File: src/rtl/gpx_i2c_pkg.sv
package gpx_i2c_pkg;

    localparam int BYTE_W    = 8;
    localparam int BIT_CNT_W = $clog2(BYTE_W + 1);

    typedef enum logic [3:0] {
        ST_IDLE,
        ST_ADDR,
        ST_ADDR_ACK,
        ST_CMD,
        ST_CMD_ACK,
        ST_WDAT,
        ST_WDAT_ACK,
        ST_TX,
        ST_TX_ACK,
        ST_SKIP
    } link_state_e;

    typedef struct packed {
        logic scl;
        logic sda;
        logic rise;
        logic fall;
        logic start;
        logic stop;
    } bus_evt_t;

    function automatic logic is_ack_phase(link_state_e s);
        return (s == ST_ADDR_ACK) || (s == ST_CMD_ACK) ||
               (s == ST_WDAT_ACK) || (s == ST_TX_ACK);
    endfunction

endpackage

File: src/rtl/gpx_bus_sampler.sv
module gpx_bus_sampler
    import gpx_i2c_pkg::*;
#(
    parameter int SYNC_STAGES = 2
) (
    input  logic     clk,
    input  logic     rst,
    input  logic     scl_in,
    input  logic     sda_in,
    output bus_evt_t evt
);

    logic [SYNC_STAGES:0] scl_q;
    logic [SYNC_STAGES:0] sda_q;

    always_ff @(posedge clk) begin
        if (rst) begin
            scl_q <= '1;
            sda_q <= '1;
        end else begin
            scl_q <= {scl_q[SYNC_STAGES-1:0], scl_in};
            sda_q <= {sda_q[SYNC_STAGES-1:0], sda_in};
        end
    end

    logic scl_now, scl_old, sda_now, sda_old;
    assign scl_now = scl_q[SYNC_STAGES-1];
    assign scl_old = scl_q[SYNC_STAGES];
    assign sda_now = sda_q[SYNC_STAGES-1];
    assign sda_old = sda_q[SYNC_STAGES];

    always_comb begin
        evt.scl   = scl_now;
        evt.sda   = sda_now;
        evt.rise  = scl_now & ~scl_old;
        evt.fall  = ~scl_now & scl_old;
        evt.start = scl_now & scl_old & sda_old & ~sda_now;
        evt.stop  = scl_now & scl_old & ~sda_old & sda_now;
    end

endmodule

File: src/rtl/gpx_rx_shifter.sv
module gpx_rx_shifter #(
    parameter int W  = 8,
    parameter int CW = $clog2(W + 1)
) (
    input  logic          clk,
    input  logic          rst,
    input  logic          clr,
    input  logic          shift_en,
    input  logic          bit_in,
    output logic [W-1:0]  data,
    output logic [CW-1:0] cnt,
    output logic          full
);

    assign full = (cnt == CW'(W));

    always_ff @(posedge clk) begin
        if (rst) begin
            data <= '0;
            cnt  <= '0;
        end else if (clr) begin
            cnt <= '0;
        end else if (shift_en) begin
            data <= {data[W-2:0], bit_in};
            if (!full) cnt <= cnt + 1'b1;
        end
    end

endmodule

File: src/rtl/gpx_i2c_slave.sv
module gpx_i2c_slave
    import gpx_i2c_pkg::*;
#(
    parameter int STRAP_W     = 3,
    parameter int NUM_REGS    = 4,
    parameter int SYNC_STAGES = 2,
    parameter logic [BYTE_W-2-STRAP_W:0] ADDR_PREFIX = 4'b0100,
    localparam int IDX_W      = $clog2(NUM_REGS)
) (
    input  logic               clk,
    input  logic               rst,
    input  logic               scl_in,
    input  logic               sda_in,
    input  logic [STRAP_W-1:0] strap,
    input  logic [BYTE_W-1:0]  rdata,
    output logic               sda_pull,
    output logic [IDX_W-1:0]   reg_idx,
    output logic               reg_rd,
    output logic               reg_wr,
    output logic [BYTE_W-1:0]  wdata
);

    localparam logic [BYTE_W-1:0] CMD_LIMIT = BYTE_W'(NUM_REGS);

    bus_evt_t              evt;
    link_state_e           state;
    logic [BYTE_W-1:0]     shreg;
    logic [BIT_CNT_W-1:0]  bit_cnt;
    logic                  full;
    logic                  cnt_clr;
    logic [BYTE_W-1:0]     txreg;
    logic                  rw_bit;
    logic                  mack;
    logic [BYTE_W-2:0]     my_addr;

    assign my_addr = {ADDR_PREFIX, strap};
    assign cnt_clr = evt.start | evt.stop | (evt.fall & (full | is_ack_phase(state)));

    gpx_bus_sampler #(.SYNC_STAGES(SYNC_STAGES)) u_sampler (
        .clk    (clk),
        .rst    (rst),
        .scl_in (scl_in),
        .sda_in (sda_in),
        .evt    (evt)
    );

    gpx_rx_shifter #(.W(BYTE_W), .CW(BIT_CNT_W)) u_shift (
        .clk      (clk),
        .rst      (rst),
        .clr      (cnt_clr),
        .shift_en (evt.rise),
        .bit_in   (evt.sda),
        .data     (shreg),
        .cnt      (bit_cnt),
        .full     (full)
    );

    always_ff @(posedge clk) begin
        reg_wr <= 1'b0;
        reg_rd <= 1'b0;
        if (rst) begin
            state    <= ST_IDLE;
            sda_pull <= 1'b0;
            reg_idx  <= '0;
            wdata    <= '0;
            txreg    <= '0;
            rw_bit   <= 1'b0;
            mack     <= 1'b0;
        end else if (evt.start) begin
            state    <= ST_ADDR;
            sda_pull <= 1'b0;
        end else if (evt.stop) begin
            state    <= ST_IDLE;
            sda_pull <= 1'b0;
        end else begin
            case (state)
                ST_ADDR: if (evt.fall && full) begin
                    if (shreg[BYTE_W-1:1] == my_addr) begin
                        rw_bit   <= shreg[0];
                        sda_pull <= 1'b1;
                        state    <= ST_ADDR_ACK;
                    end else begin
                        state <= ST_SKIP;
                    end
                end
                ST_ADDR_ACK: if (evt.fall) begin
                    if (rw_bit) begin
                        txreg    <= rdata;
                        reg_rd   <= 1'b1;
                        sda_pull <= ~rdata[BYTE_W-1];
                        state    <= ST_TX;
                    end else begin
                        sda_pull <= 1'b0;
                        state    <= ST_CMD;
                    end
                end
                ST_CMD: if (evt.fall && full) begin
                    if (shreg < CMD_LIMIT) begin
                        reg_idx  <= shreg[IDX_W-1:0];
                        sda_pull <= 1'b1;
                        state    <= ST_CMD_ACK;
                    end else begin
                        state <= ST_SKIP;
                    end
                end
                ST_CMD_ACK, ST_WDAT_ACK: if (evt.fall) begin
                    sda_pull <= 1'b0;
                    state    <= ST_WDAT;
                end
                ST_WDAT: if (evt.fall && full) begin
                    wdata    <= shreg;
                    reg_wr   <= 1'b1;
                    sda_pull <= 1'b1;
                    state    <= ST_WDAT_ACK;
                end
                ST_TX: if (evt.fall) begin
                    if (full) begin
                        sda_pull <= 1'b0;
                        state    <= ST_TX_ACK;
                    end else begin
                        txreg    <= {txreg[BYTE_W-2:0], 1'b0};
                        sda_pull <= ~txreg[BYTE_W-2];
                    end
                end
                ST_TX_ACK: begin
                    if (evt.rise) mack <= ~evt.sda;
                    if (evt.fall) begin
                        if (mack) begin
                            txreg    <= rdata;
                            reg_rd   <= 1'b1;
                            sda_pull <= ~rdata[BYTE_W-1];
                            state    <= ST_TX;
                        end else begin
                            state <= ST_SKIP;
                        end
                    end
                end
                default: ;
            endcase
        end
    end


    pull_only_low_chk: assert property (@(posedge clk) disable iff (rst)
        (sda_pull && !$stable(sda_pull)) |-> !evt.scl);


    start_restart_chk: assert property (@(posedge clk) disable iff (rst)
        evt.start |=> (bit_cnt == '0 && !sda_pull && state == ST_ADDR));


    wr_pulse_chk: assert property (@(posedge clk) disable iff (rst)
        reg_wr |=> !reg_wr);


    rd_pulse_chk: assert property (@(posedge clk) disable iff (rst)
        reg_rd |=> (!reg_rd && state == ST_TX));


    strobe_excl_chk: assert property (@(posedge clk) disable iff (rst)
        $onehot0({reg_rd, reg_wr}));


    skip_silent_chk: assert property (@(posedge clk) disable iff (rst)
        (state == ST_SKIP) |-> (!sda_pull && !reg_rd && !reg_wr));

endmodule

File: config.mk
export PLATFORM = sky130hd
export DESIGN_NAME = gpx_i2c_slave
export DESIGN_NICKNAME = d
export VERILOG_FILES = /design/src/rtl/gpx_i2c_pkg.sv /design/src/rtl/gpx_bus_sampler.sv /design/src/rtl/gpx_rx_shifter.sv /design/src/rtl/gpx_i2c_slave.sv
export SDC_FILE = /design/constraint.sdc
export NUM_CORES = 1
export LEC_CHECK = 0
export ABC_CLOCK_PERIOD_IN_PS = 2200
export BUFFER_PORTS_ARGS = -buffer_cell sky130_fd_sc_hd__buf_2
export CORE_MARGIN = 2
export CORE_UTILIZATION = 24
export CTS_CLUSTER_DIAMETER = 30
export DETAILED_ROUTE_END_ITERATION = 12
export HOLD_SLACK_MARGIN = 0.12
export PLACE_DENSITY_LB_ADDON = 0.2
export SLEW_MARGIN = 20
export SYNTH_ARGS = -nofsm -noshare
export SYNTH_HDL_FRONTEND = slang
export SYNTH_SLANG_ARGS = --single-unit
File: constraint.sdc
create_clock -name clk -period 2.2 [get_ports clk]
set_clock_uncertainty 0.2 [all_clocks]
set_input_delay 0.33 -clock clk [delete_from_list [all_inputs] [get_ports clk]]
set_output_delay 0.33 -clock clk [all_outputs]
set_load 0.01 [all_outputs]
; ---- After elaboration in Yosys (flattened, before gate mapping)
; Index checks and enable logic that the tools add are counted.
[op_classes]
bitwise = 22
mux = 41
n_lt_le_gt_ge = 1
eq_ne = 31
n_reduce_logical = 21
n_addsub = 1
[ops]
columns = cell, count
row1 = 4-bit 2-to-1 mux, 11
row2 = 7-bit 2-to-1 mux, 6
row3 = "4-bit inequality test, second input constant", 8
row4 = 4-bit one-hot mux with 7 select lines, 1
row5 = 9-bit AND reduction, 3
row6 = "2-bit inequality test, second input constant", 13
row7 = 7-bit one-hot mux with 3 select lines, 1
row8 = 1-bit 2-to-1 mux, 19
row9 = "4-bit by 3-bit equality test with 1-bit output, second input constant", 4
row10 = 1-bit inverter, 11
row11 = 11-bit AND reduction, 1
row12 = 5-bit AND reduction, 2
row13 = 9-bit nonzero test, 1
row14 = 1-bit bitwise AND, 8
row15 = "4-bit by 2-bit equality test with 1-bit output, second input constant", 2
row16 = "4-bit equality test, second input constant", 2
row17 = "8-bit by 3-bit < comparator with 1-bit output, second input constant", 1
row18 = 4-bit AND reduction, 2
row19 = 7-bit by 6-bit equality test with 1-bit output, 1
row20 = 1-bit one-hot mux with 7 select lines, 1
row21 = 7-bit nonzero test, 1
row22 = "4-bit by 1-bit adder with 4-bit output, second input constant", 1
row23 = "4-bit by 1-bit equality test with 1-bit output, second input constant", 1
row24 = 2-bit AND reduction, 2
row25 = 9 further kinds, 14
[totals]
ff_bits = 44
out_inout_bits = 13
inputBits = 15

; ---- Longest topological paths before layout
; Gate-level depths: netlist (run 1).
[logic_depth]
word_depth = 9
mapped_depth = 8

; ---- Modules after synthesis
; A second synthesis (run 1) with hierarchy kept.
[unflattened]
cells_unflattened = 245
area_unflattened_um2 = 2098.3
[modules_own_cells]
columns = module, cells_per_inst, area_per_inst_um2, seq_area_each_um2, n_inst
row1 = gpx_i2c_slave, 166, 1401.3, 520.5, 1
row2 = gpx_rx_shifter, 61, 491.7, 240.2, 1
row3 = gpx_bus_sampler, 18, 205.2, 120.1, 1

; ---- Worst setup path before layout (run 1)
; Ideal clock, no wire load.
[synth_path]
path_kind = register to register
from = register u_shift.data[5]
to = register sda_pull
path_stages_with_launch = 6
required_ps = 1928
period_less_slack_ps = 1906
setup_time_ps = 72
setup_slack_ps = 294
arrival_ps = 1634
cell_sequence = dfxtp_1 or4b_4 nor4_4 nor4_1 a211oi_2 mux2i_1
[synth_via]
elab_chain_cells = 3
word_cells_on_any_way = 5
[synth_lines]
columns = item, line
row1 = from (decl), gpx_rx_shifter.sv:10  ; output logic [W-1:0] data,
row2 = from (signal assigned), gpx_rx_shifter.sv:24  ; data <= {data[W-2:0], bit_in};
row3 = 8-bit by 3-bit < comparator with 1-bit output / 7-bit by 6-bit equality test with 1-bit output (equally long branches), "gpx_i2c_slave.sv:98, gpx_i2c_slave.sv:78"
row4 = 2-bit inequality test (no line), --
row5 = 11-bit AND reduction (no line) *, --
row6 = to (signal assigned), gpx_i2c_slave.sv:90  ; sda_pull <= ~rdata[BYTE_W-1];
row7 = to (signal assigned), gpx_i2c_slave.sv:122  ; sda_pull <= ~txreg[BYTE_W-2];
row8 = to (signal assigned), gpx_i2c_slave.sv:131  ; sda_pull <= ~rdata[BYTE_W-1];
row9 = to (decl), gpx_i2c_slave.sv:16  ; output logic sda_pull,
; Every way passes the cells marked *; elsewhere a longest branch is shown, timed or not.
; A chain may end at the register's enable or synchronous reset.

; ---- Worst setup path in the final report (run 1)
[layout_path]
from = register state[2]
to = register state[1]
[layout_via]
elab_chain_cells = 4
word_cells_on_any_way = 20
[layout_lines]
columns = item, line
row1 = from (decl), gpx_i2c_slave.sv:26  ; link_state_e state;
row2 = from (signal assigned), gpx_i2c_slave.sv:62  ; state <= ST_IDLE;
row3 = from (signal assigned), gpx_i2c_slave.sv:70  ; state <= ST_ADDR;
row4 = from (signal assigned), gpx_i2c_slave.sv:73  ; state <= ST_IDLE;
row5 = 4-bit by 3-bit equality test with 1-bit output, gpx_i2c_slave.sv:76  ; case (state)
row6 = 2-bit OR reduction, gpx_i2c_slave.sv:76
row7 = 7-bit nonzero test (no line) / 2-bit inequality test (equally long branches), --
row8 = 9-bit AND reduction (no line), --
; Parallel ways exist; a longest one is shown, timed or not.

==> flow_summary_export.csv, run 1 <==
group,metric,value,unit
outcome,status,"finished, final reports clean",
power,ir_drop,0.000298,V
die,die_area,9860,um2
die,ioPinCount,28,
critical_path,critPathMaxFanout,17,
placed_design,portBuffers,27,
die,initial_core_util,24.9,%
finish,num-nets-final,297,
drt,detail_route.iter0.violations,76,
finish,nFillCells,943,
critical_path,arrival,2060,ps
clocking,clk_latency,300,ps
timing,hold_viol_final,0,
logic_synthesis,synth_edf_count,0,
finish,area_growth,22.4,%
clocking,path_clk_slew,90,ps
power,p_leak,1.09,nW
finish,layout-drive-gt1-share,28.1,%
logic_synthesis,syn_area_per_cell,9.08,um2
critical_path,crit_path_end_kind,"flip-flop",
global_routing,grt_overflow,0,
clocking,clk_path_buf_depth,2,
logic_synthesis,synth.top_cell.area_share,40.4,%
timing,worstMarginPinSlew,574,ps
timing,setup_viol,0,
logic_synthesis,netlist_area,2180,um2
timing,slew_headroom,61.4,%
timing,grt_setup_unrepaired,"false",
logic_synthesis,synthTopCellsByCount,"44 x dfxtp_1, 25 x nor2_1, 22 x nand2_1, 20 x mux2i_1, 15 x a21oi_1",
global_routing,grt_pass1_wl,8.47,mm
clocking,cts_buffers,5,
global_routing,grt_usage,10.7,%
logic_synthesis,synth_fp_nets,257,
placed_design,place_inst,376,
timing,whs,169,ps
logic_synthesis,ys_warn_count,0,
global_routing,grt_pass1_vias,1637,
logic_synthesis,yosysUniqueCellTypes,52,
critical_path,rrSetupSlack,150,ps
drt,detail-route-antenna-nets,0,
timing,clock.fmax,489,MHz
logic_synthesis,syn_inst,240,
logic_synthesis,synth_seq_area_share,40.4,%
drt,vias,1775,
clocking,clock-root-buffer,"clkbuf_8",
job,timing.max_cap.violations,0,
clocking,cts.sinks,44,
logic_synthesis,yosys_register_bits,44,
power,powerDensity,575,nW/um2
die,rows,34,
drt,wl,5.18,mm
placed_design,dp_hpwl,3.64,mm
logic_synthesis,yosys.area.top_type,"dfxtp_1",
drt,wl_per_cell,13.3,um
finish,final_cells,389,
logic_synthesis,yosysMostFrequentCell,"dfxtp_1",
critical_path,cp.required,2210,ps
placed_design,globalplace.congestion,0.814,
global_routing,antenna_found_initial,0,
drt,routed_via_density,4.56,
logic_synthesis,async_flop_share,0,%
logic_synthesis,ys.flop_type,"dfxtp_1",
finish,num_antenna_cells,0,
critical_path,startpoint_type,"flip-flop",
logic_synthesis,ys_top_cells_by_area,"dfxtp_1 40%, mux2i_1 9.2%, nor2_1 4.3%, nand2_1 3.8%, a21oi_1 3.4%",
timing,period_minus_slack,2050,ps
drt,first_pass_iters,4,
min_path,hold_class,"primary input to flip-flop",
global_routing,grt_start_max_net_pins,31,
die,die_h,99.3,um
timing,slew_viol_final,0,
die,die_width,99.3,um
clocking,htree_num_levels,2,
drt,drcViolationCount,0,
clocking,cts_tree,"done",
timing,period_share,93.0,%
critical_path,path_class,"flip-flop to flip-flop",
die,core,8760,um2
[per-stage QoR]
stage / util [%] / cell area [um2] / setup WS (ps) / power (mW) / TNS [ps]
finish: 30.5 / 2670 / 154 / 1.53 / 0
global route: 30.5 / 2670 / 18.3 / 1.59 / 0
CTS: 30.3 / 2660 / 40.2 / 1.55 / 0
detailed placement: 28.5 / 2490 / -31.8 / 0.922 / -31.8
global placement: 28.5 / 2490 / 17.5 / 0.923 / 0
floorplan: - / 2180 / 294 / 0.884 / 0
[cell type report]
cell class / count / area (um2) / share of cell area [%]
Clock inverter: 2 / 35.0 / 1.31
Inverter: 3 / 11.3 / 0.422
Tap cell: 108 / 135 / 5.06
Clock buffer: 6 / 72.6 / 2.72
Sequential cell: 44 / 881 / 33.0
Multi-Input combinational cell: 176 / 1210 / 45.2
Timing Repair Buffer: 50 / 328 / 12.3
[logic make-up after synthesis]
group / synth area share [%]
compound gates: 16.3
xor+xnor: 3.21
simple gates: 25.0
mux: 9.18
fa+ha+maj: 1.15
buf+inv: 4.71
flops: 40.4
[report_power, final]
group	switching, mW	leakage, nW	internal, mW
combinational	0.0535	0.678	0.0446
clock	0.288	0.0552	0.337
sequential	0.00651	0.356	0.804
total	0.348	1.09	1.19
[worst paths after layout]
check / start / end / cells past startpoint
worst max register to register: state[2] / state[1] / 5
worst max-delay path: state[2] / state[1] / 5
worst min-delay path: rdata[0] / txreg[0] / 4
worst min register to register: u_sampler.sda_q[0] / u_sampler.sda_q[1] / 1
[metal layers]
layer | share of wire, % | global-route usage, %
met4 | 1.6 | 4.11
met1 | 54 | 15.8
met3 | 2.1 | 2.18
met5 | 0 | 0
met2 | 42 | 15.2
[cell usage in the layout (no fill, tap or decap), drive strengths merged, types with 2 or more instances in the layout]
master and instances:
a211oi 9, a21oi 15, and3b 2, buf 47, clkbuf 6, dfxtp 44, dlygate4sd3 3, ha 2
inv 3, mux2i 20, nand2 22, nand2b 7, nand3 3, nand3b 3, nor2 29, nor2b 4
nor3 8, nor4 4, o211ai 2, o21a 2, o21ai 7, o311ai 2, o31ai 2, o32a 2
or2 6, or3 2, or4b 3, xnor2 2, xor2 6
[sequential cells by signal (all words and copies together), names as in the netlist]
name and count:
reg_idx 2, u_sampler.sda_q 3, reg_wr 1, state 4, wdata 8, rw_bit 1, mack 1, u_shift.cnt 4
reg_rd 1, txreg 7, sda_pull 1, u_shift.data 8, u_sampler.scl_q 3
[timing repair]
| item | in CTS | in global routing |
|---|---|---|
| setup endpoints to repair | 1 | 3 |
| cloned | 0 | 0 |
| buffers inserted | 2 | 0 |
| pin swaps | 1 | 1 |
| endpoints found under the hold margin | 4 | 0 |
| gates resized for setup | 0 | 2 |
| hold buffers | 3 | 0 |
[critical path, stage by stage, from the launching register on]
cell and delay [ps]:
dfxtp_1 380, buf_4 220, or4b_1 560, a21boi_0 140, o32a_1 190, a311oi_2 280
(Power assumes the default switching activity.)
==> run 2: changes to the inputs <==
REMOVE_ABC_BUFFERS = 1   (was default)
SETUP_SLACK_MARGIN = 0.3   (was default)
==> run 2 against run 1 <==
Compared with the run above: die area unchanged; final cell count grew 3.1%; sequential cell count did not move; core utilization increased by 2.3 points; hold slack improved by 9.8 ps; combinational power up 1%; count of clock-buffer cells in the layout did not move; register-to-register slack gained 110 ps; clock power increased by 4.6%; routed wire length decreased by 2.2%; first-iteration DRC count rose by 49%.
==> flow_summary_export.csv, run 2 (same netlist as run 1, synthesis figures left out) <==
group,metric,value,unit
critical_path,reg2reg_from,"state[0]",
die,die_area,9860,um2
clocking,cts.sinks,44,
placed_design,placed_area,2530,um2
power,p_leak,1.20,nW
placed_design,dp_hpwl,3.62,mm
finish,nFillCells,940,
finish,final_cells,401,
clocking,clock-root-buffer,"clkbuf_8",
outcome,status,"finished, final reports clean",
critical_path,crit_path_end_kind,"flip-flop",
global_routing,grt_pass1_vias,1736,
clocking,clk_latency,300,ps
finish,layout_common_cells,"36 x dfxtp_1, 29 x buf_4, 27 x buf_2, 23 x nor2_1, 22 x nand2_1",
timing,grt_setup_unrepaired,"true",
die,ioPinCount,28,
min_path,hp-start,"rdata[6]",
finish,final_common_cell,"dfxtp_1",
placed_design,portBuffers,27,
drt,routed_via_density,4.55,
die,die_width,99.3,um
timing,setup_ws,265,ps
critical_path,startpoint_type,"flip-flop",
drt,detail_route.iter0.violations,113,
global_routing,grt_start_max_net_pins,37,
placed_design,globalplace.congestion,0.811,
timing,slew_viol_final,0,
die,initial_core_util,24.9,%
power,power_switching,0.346,mW
clocking,cts_buffers,5,
min_path,hold_class,"primary input to flip-flop",
finish,area_growth,31.7,%
min_path,holdPathEnd,"txreg[6]",
power,pwr-share-seq,51.9,%
global_routing,antenna_found_initial,0,
min_path,hold_depth,3,
global_routing,grt_pass1_wl,8.65,mm
die,rows,34,
drt,drcViolationCount,0,
timing,clock.fmax,517,MHz
clocking,clk_path_buf_depth,2,
critical_path,rr_endpoint,"state[1]",
finish,final_area,2870,um2
global_routing,grt_overflow,0,
power,ir_drop,0.000397,V
drt,first_pass_iters,4,
power,internal-power,1.22,mW
clocking,cts_tree,"done",
global_routing,grt_usage,10.8,%
power,sw_frac_of_total,22.1,%
critical_path,arrival,1940,ps
placed_design,place_inst,379,
die,die_h,99.3,um
critical_path,reg2regPathDepth,5,
drt,vias,1823,
finish,num-nets-final,309,
power,powerDensity,546,nW/um2
timing,period_share,88.0,%
critical_path,critPathMaxFanout,9,
finish,num_antenna_cells,0,
drt,detail-route-antenna-nets,0,
power,pwr-share-comb,6.4,%
finish,layout-drive-gt1-share,39.6,%
timing,worstMarginPinSlew,514,ps
critical_path,cp.required,2200,ps
die,core,8760,um2
finish,reg_top3,"u_shift.data x8, wdata x8, txreg x7",
critical_path,rrSetupSlack,270,ps
timing,slew_headroom,65.6,%
power,pwr-share-clk,41.7,%
timing,setup_viol,0,
critical_path,path_class,"flip-flop to flip-flop",
drt,wl,5.06,mm
clocking,path_clk_slew,80,ps
drt,wl_per_cell,12.6,um
timing,period_minus_slack,1930,ps
placed_design,dpl_worst_slack,149,ps
job,timing.max_cap.violations,0,
timing,hold_viol_final,0,
clocking,htree_num_levels,2,
==> run 2: cell count changes in the layout (fill, tap and decap cells not counted), moves of 3 or more <==
cell	previous run	this run
buf_4	19	29
dfxtp_1	44	36
dfxtp_2	0	7
buf_6	0	3
==> run 2: power groups by stage <==
| stage | Combinational [mW] | Sequential (mW) | Clock, mW |
|---|---|---|---|
| 6_report | 0.0995 | 0.813 | 0.654 |
| 5_1_grt | 0.109 | 0.815 | 0.712 |
| 4_1_cts | 0.0966 | 0.812 | 0.676 |
| 3_5_place_dp | 0.0871 | 0.832 | 0 |
| 3_3_place_gp | 0.0871 | 0.832 | 0 |
| 2_1_floorplan | 0.0415 | 0.832 | 0 |
==> run 2: worst max-delay path, stage by stage (launching register included) <==
cell and delay (ps):
dfxtp_2 390, buf_4 190, or4b_4 480, a21boi_0 140, o32a_1 190, a311oi_2 260
==> run 2: what timing repair did <==
item,4_1_cts,5_1_grt
setup endpoints to repair,23,22
pin swaps,5,12
hold endpoints to repair,2,0
hold buffers,2,0
resized for setup,25,9
setup buffers,7,5
==> run 2: worst max path at each step <==
stage,from,to,slack (ps),cells past startpoint
floorplan,state[1],txreg[0],-250,5
global placement,u_shift.data[5],sda_pull,180,5
detailed placement,u_shift.data[5],sda_pull,150,5
CTS,u_shift.data[5],state[1],270,5
global route,u_shift.data[5],state[1],180,5
finish,state[0],state[1],270,5
==> run 2: stage by stage <==
step | setup TNS [ps] | total power [mW] | utilization [%] | hold WS [ps]
global route | 0 | 1.64 | 32.8 | 196
CTS | 0 | 1.58 | 31.9 | 175
detailed placement | 0 | 0.919 | 28.9 | 194
finish | 0 | 1.57 | 32.8 | 179
global placement | 0 | 0.919 | 28.9 | 191
floorplan | -1390 | 0.873 | - | 189
==> run 2: layer usage <==
| layer | global-route usage, % | part of all wire, % | vias to the layer above |
|---|---|---|---|
| li1 | - | - | 950 |
| met1 | 15.1 | 50 | 845 |
| met2 | 16.7 | 47 | 24 |
| met3 | 1.41 | 2.2 | 4 |
| met4 | 4.43 | 1.7 | 0 |
| met5 | 0 | 0 | - |
==> run 2: area by class of cell <==
| type | instances | area [um2] | share of cell area, % |
|---|---|---|---|
| multi-input cells | 176 | 1280 | 44.7 |
| flip-flops and latches | 44 | 893 | 31.1 |
| repair buffers | 62 | 427 | 14.9 |
| well taps | 108 | 135 | 4.71 |
| clock buffers | 6 | 82.6 | 2.88 |
| clock inverters | 2 | 38.8 | 1.35 |
| inverters | 3 | 11.3 | 0.392 |
==> run 3: changes to the inputs <==
CELL_PAD_IN_SITES_DETAIL_PLACEMENT = 1   (was default)
CELL_PAD_IN_SITES_GLOBAL_PLACEMENT = 1   (was default)
CORE_ASPECT_RATIO = 1.5   (was default)
==> run 3 against run 2 <==
Compared with the run above: via count up 5.2%; hold slack worse by 15 ps; final cell count up 1.5%; global-route usage up 2.7 points; first-iteration DRC count down 51%; critical path type unchanged; highest routed layer unchanged.
==> flow_summary_export.csv, run 3 (same netlist as run 1, synthesis figures left out) <==
group,metric,value,unit
outcome,status,"finished, final reports clean",
die,die_width,81.8,um
drt,first_pass_iters,4,
clocking,htree_num_levels,2,
critical_path,critical_path_buf_inv_count,3,
finish,final_common_cell,"dfxtp_1",
power,pwr-share-comb,6.5,%
power,p_leak,1.24,nW
power,internal-power,1.39,mW
clocking,clk_path_buf_depth,2,
drt,vias,1918,
global_routing,grt_overflow,0,
clocking,cts_tree,"done",
finish,area_growth,37.5,%
timing,clock.fmax,519,MHz
clocking,clk_latency,290,ps
finish,layout-drive-gt1-share,39.7,%
power,pwr-share-clk,47.9,%
drt,wl_per_cell,15.4,um
placed_design,globalplace.congestion,0.764,
finish,num_antenna_cells,0,
power,powerDensity,592,nW/um2
critical_path,reg2reg_from,"state[0]",
timing,slew_viol_final,0,
finish,nFillCells,1037,
power,power_switching,0.385,mW
critical_path,critPathMaxFanout,7,
critical_path,critPathTopFamily,"buffers and inverters",
critical_path,critPathCapture,"txreg[0]",
finish,final_cells,407,
timing,hold_viol_final,0,
placed_design,portBuffers,27,
die,core,8830,um2
critical_path,critical_path.max_stage_delay,350,ps
timing,setup_viol,0,
timing,period_minus_slack,1930,ps
drt,detail_route.iter0.violations,55,
critical_path,cp.required,2180,ps
timing,worstMarginPinSlew,483,ps
power,sw_frac_of_total,21.7,%
placed_design,dpl_worst_slack,122,ps
critical_path,path_class,"flip-flop to flip-flop",
die,die_area,9880,um2
critical_path,crit_path_start,"state[0]",
critical_path,path_depth,7,
timing,grt_setup_unrepaired,"true",
clocking,cts.sinks,44,
finish,num-nets-final,313,
clocking,cts_buffers,5,
critical_path,reg2regPathDepth,7,
power,pwr-share-seq,45.6,%
drt,detail-route-antenna-nets,0,
global_routing,grt_pass1_vias,1993,
placed_design,placed_area,2520,um2
global_routing,antenna_found_initial,0,
critical_path,crit_path_end_kind,"flip-flop",
finish,layout_common_cells,"36 x dfxtp_1, 27 x buf_2, 25 x buf_4, 24 x nor2_1, 22 x nand2_1",
critical_path,cp_cell_sequence,"buf_6 > buf_6 > o32a_1 > nor3_4 > buf_12 > mux2i_1 > nor2_1",
global_routing,grt_start_max_net_pins,29,
critical_path,rr_endpoint,"txreg[0]",
die,die_h,121,um
drt,drcViolationCount,0,
clocking,clock-root-buffer,"clkbuf_16",
clocking,path_clk_slew,70,ps
critical_path,cp_common_cell,"buf_6",
placed_design,dp_hpwl,4.39,mm
power,ir_drop,0.000360,V
die,ioPinCount,28,
critical_path,startpoint_type,"flip-flop",
min_path,hold_class,"primary input to flip-flop",
power,power,1.78,mW
global_routing,grt_pass1_wl,9.96,mm
die,rows,42,
timing,period_share,87.6,%
finish,multi_input_area,1280,um2
die,initial_core_util,24.7,%
timing,slew_headroom,67.6,%
finish,final_area,3000,um2
finish,reg_top3,"u_shift.data x8, wdata x8, txreg x7",
job,timing.max_cap.violations,0,
timing,setup_ws,272,ps
finish,ff_latch_area,898,um2
drt,wl,6.27,mm
critical_path,crit_slowest_cell,"dfxtp_4",
placed_design,place_inst,380,
critical_path,arrival,1910,ps
drt,routed_via_density,4.71,
critical_path,rrSetupSlack,270,ps
global_routing,grt_usage,13.5,%
## run 3: changes by cell type in the layout (fill, tap and decap cells not counted), moves of 3 or more
cell       previous run  this run
a211oi_1              4         1
a211oi_2              5         8
buf_4                29        25
buf_6                 3        10
clkbuf_16             0         5
clkbuf_8              6         0
## run 3: cell type report
| cell class | count | share of cell area [%] |
|---|---|---|
| Inverter | 3 | 0.376 |
| Clock inverter | 2 | 1.17 |
| Tap cell | 110 | 4.59 |
| Timing Repair Buffer | 66 | 16.8 |
| Sequential cell | 44 | 30.0 |
| Multi-Input combinational cell | 176 | 42.8 |
| Clock buffer | 6 | 4.30 |
## run 3: worst min-delay path by stage
stage | end | depth (start not counted) | startpoint
finish | state[0] | 2 | rst
global route | rw_bit | 2 | rst
CTS | state[0] | 2 | rst
detailed placement | u_sampler.scl_q[1] | 1 | u_sampler.scl_q[0]
global placement | u_sampler.scl_q[1] | 1 | u_sampler.scl_q[0]
floorplan | u_sampler.scl_q[1] | 1 | u_sampler.scl_q[0]
## run 3: metal layers
metal	up-vias	share of wire [%]	global-route usage, %
met5	-	0	0
met4	0	3.0	6.88
met3	12	2.0	2.69
met2	20	53	22.8
met1	928	41	15.8
li1	958	-	-
## run 3: worst reg2reg max path, stage by stage, from the launching register on
cell and delay [ps]:
dfxtp_4 350, buf_6 130, buf_6 120, o32a_1 350, nor3_4 280, buf_12 160, mux2i_1 180, nor2_1 50
## run 3: power by group through the flow
stage / Clock [mW] / Sequential [mW] / Combinational, mW
floorplan: 0 / 0.832 / 0.0415
global placement: 0 / 0.833 / 0.0920
detailed placement: 0 / 0.833 / 0.0930
CTS: 0.883 / 0.812 / 0.112
global route: 0.903 / 0.811 / 0.127
finish: 0.850 / 0.810 / 0.115
## run 3: through the flow
stage	utilization (%)	TNS (ps)	hold WS, ps
detailed placement	28.6	0	200
global route	33.9	0	174
finish	33.9	0	164
global placement	28.6	0	192
floorplan	-	-1390	189
CTS	32.5	0	165
## run 3: repair_timing
action	in CTS	in global routing
setup endpoints to repair	23	22
pin swaps	8	8
hold buffers	2	0
cloned	1	0
gates resized for setup	26	19
setup buffers	8	8
hold endpoints to repair	2	0
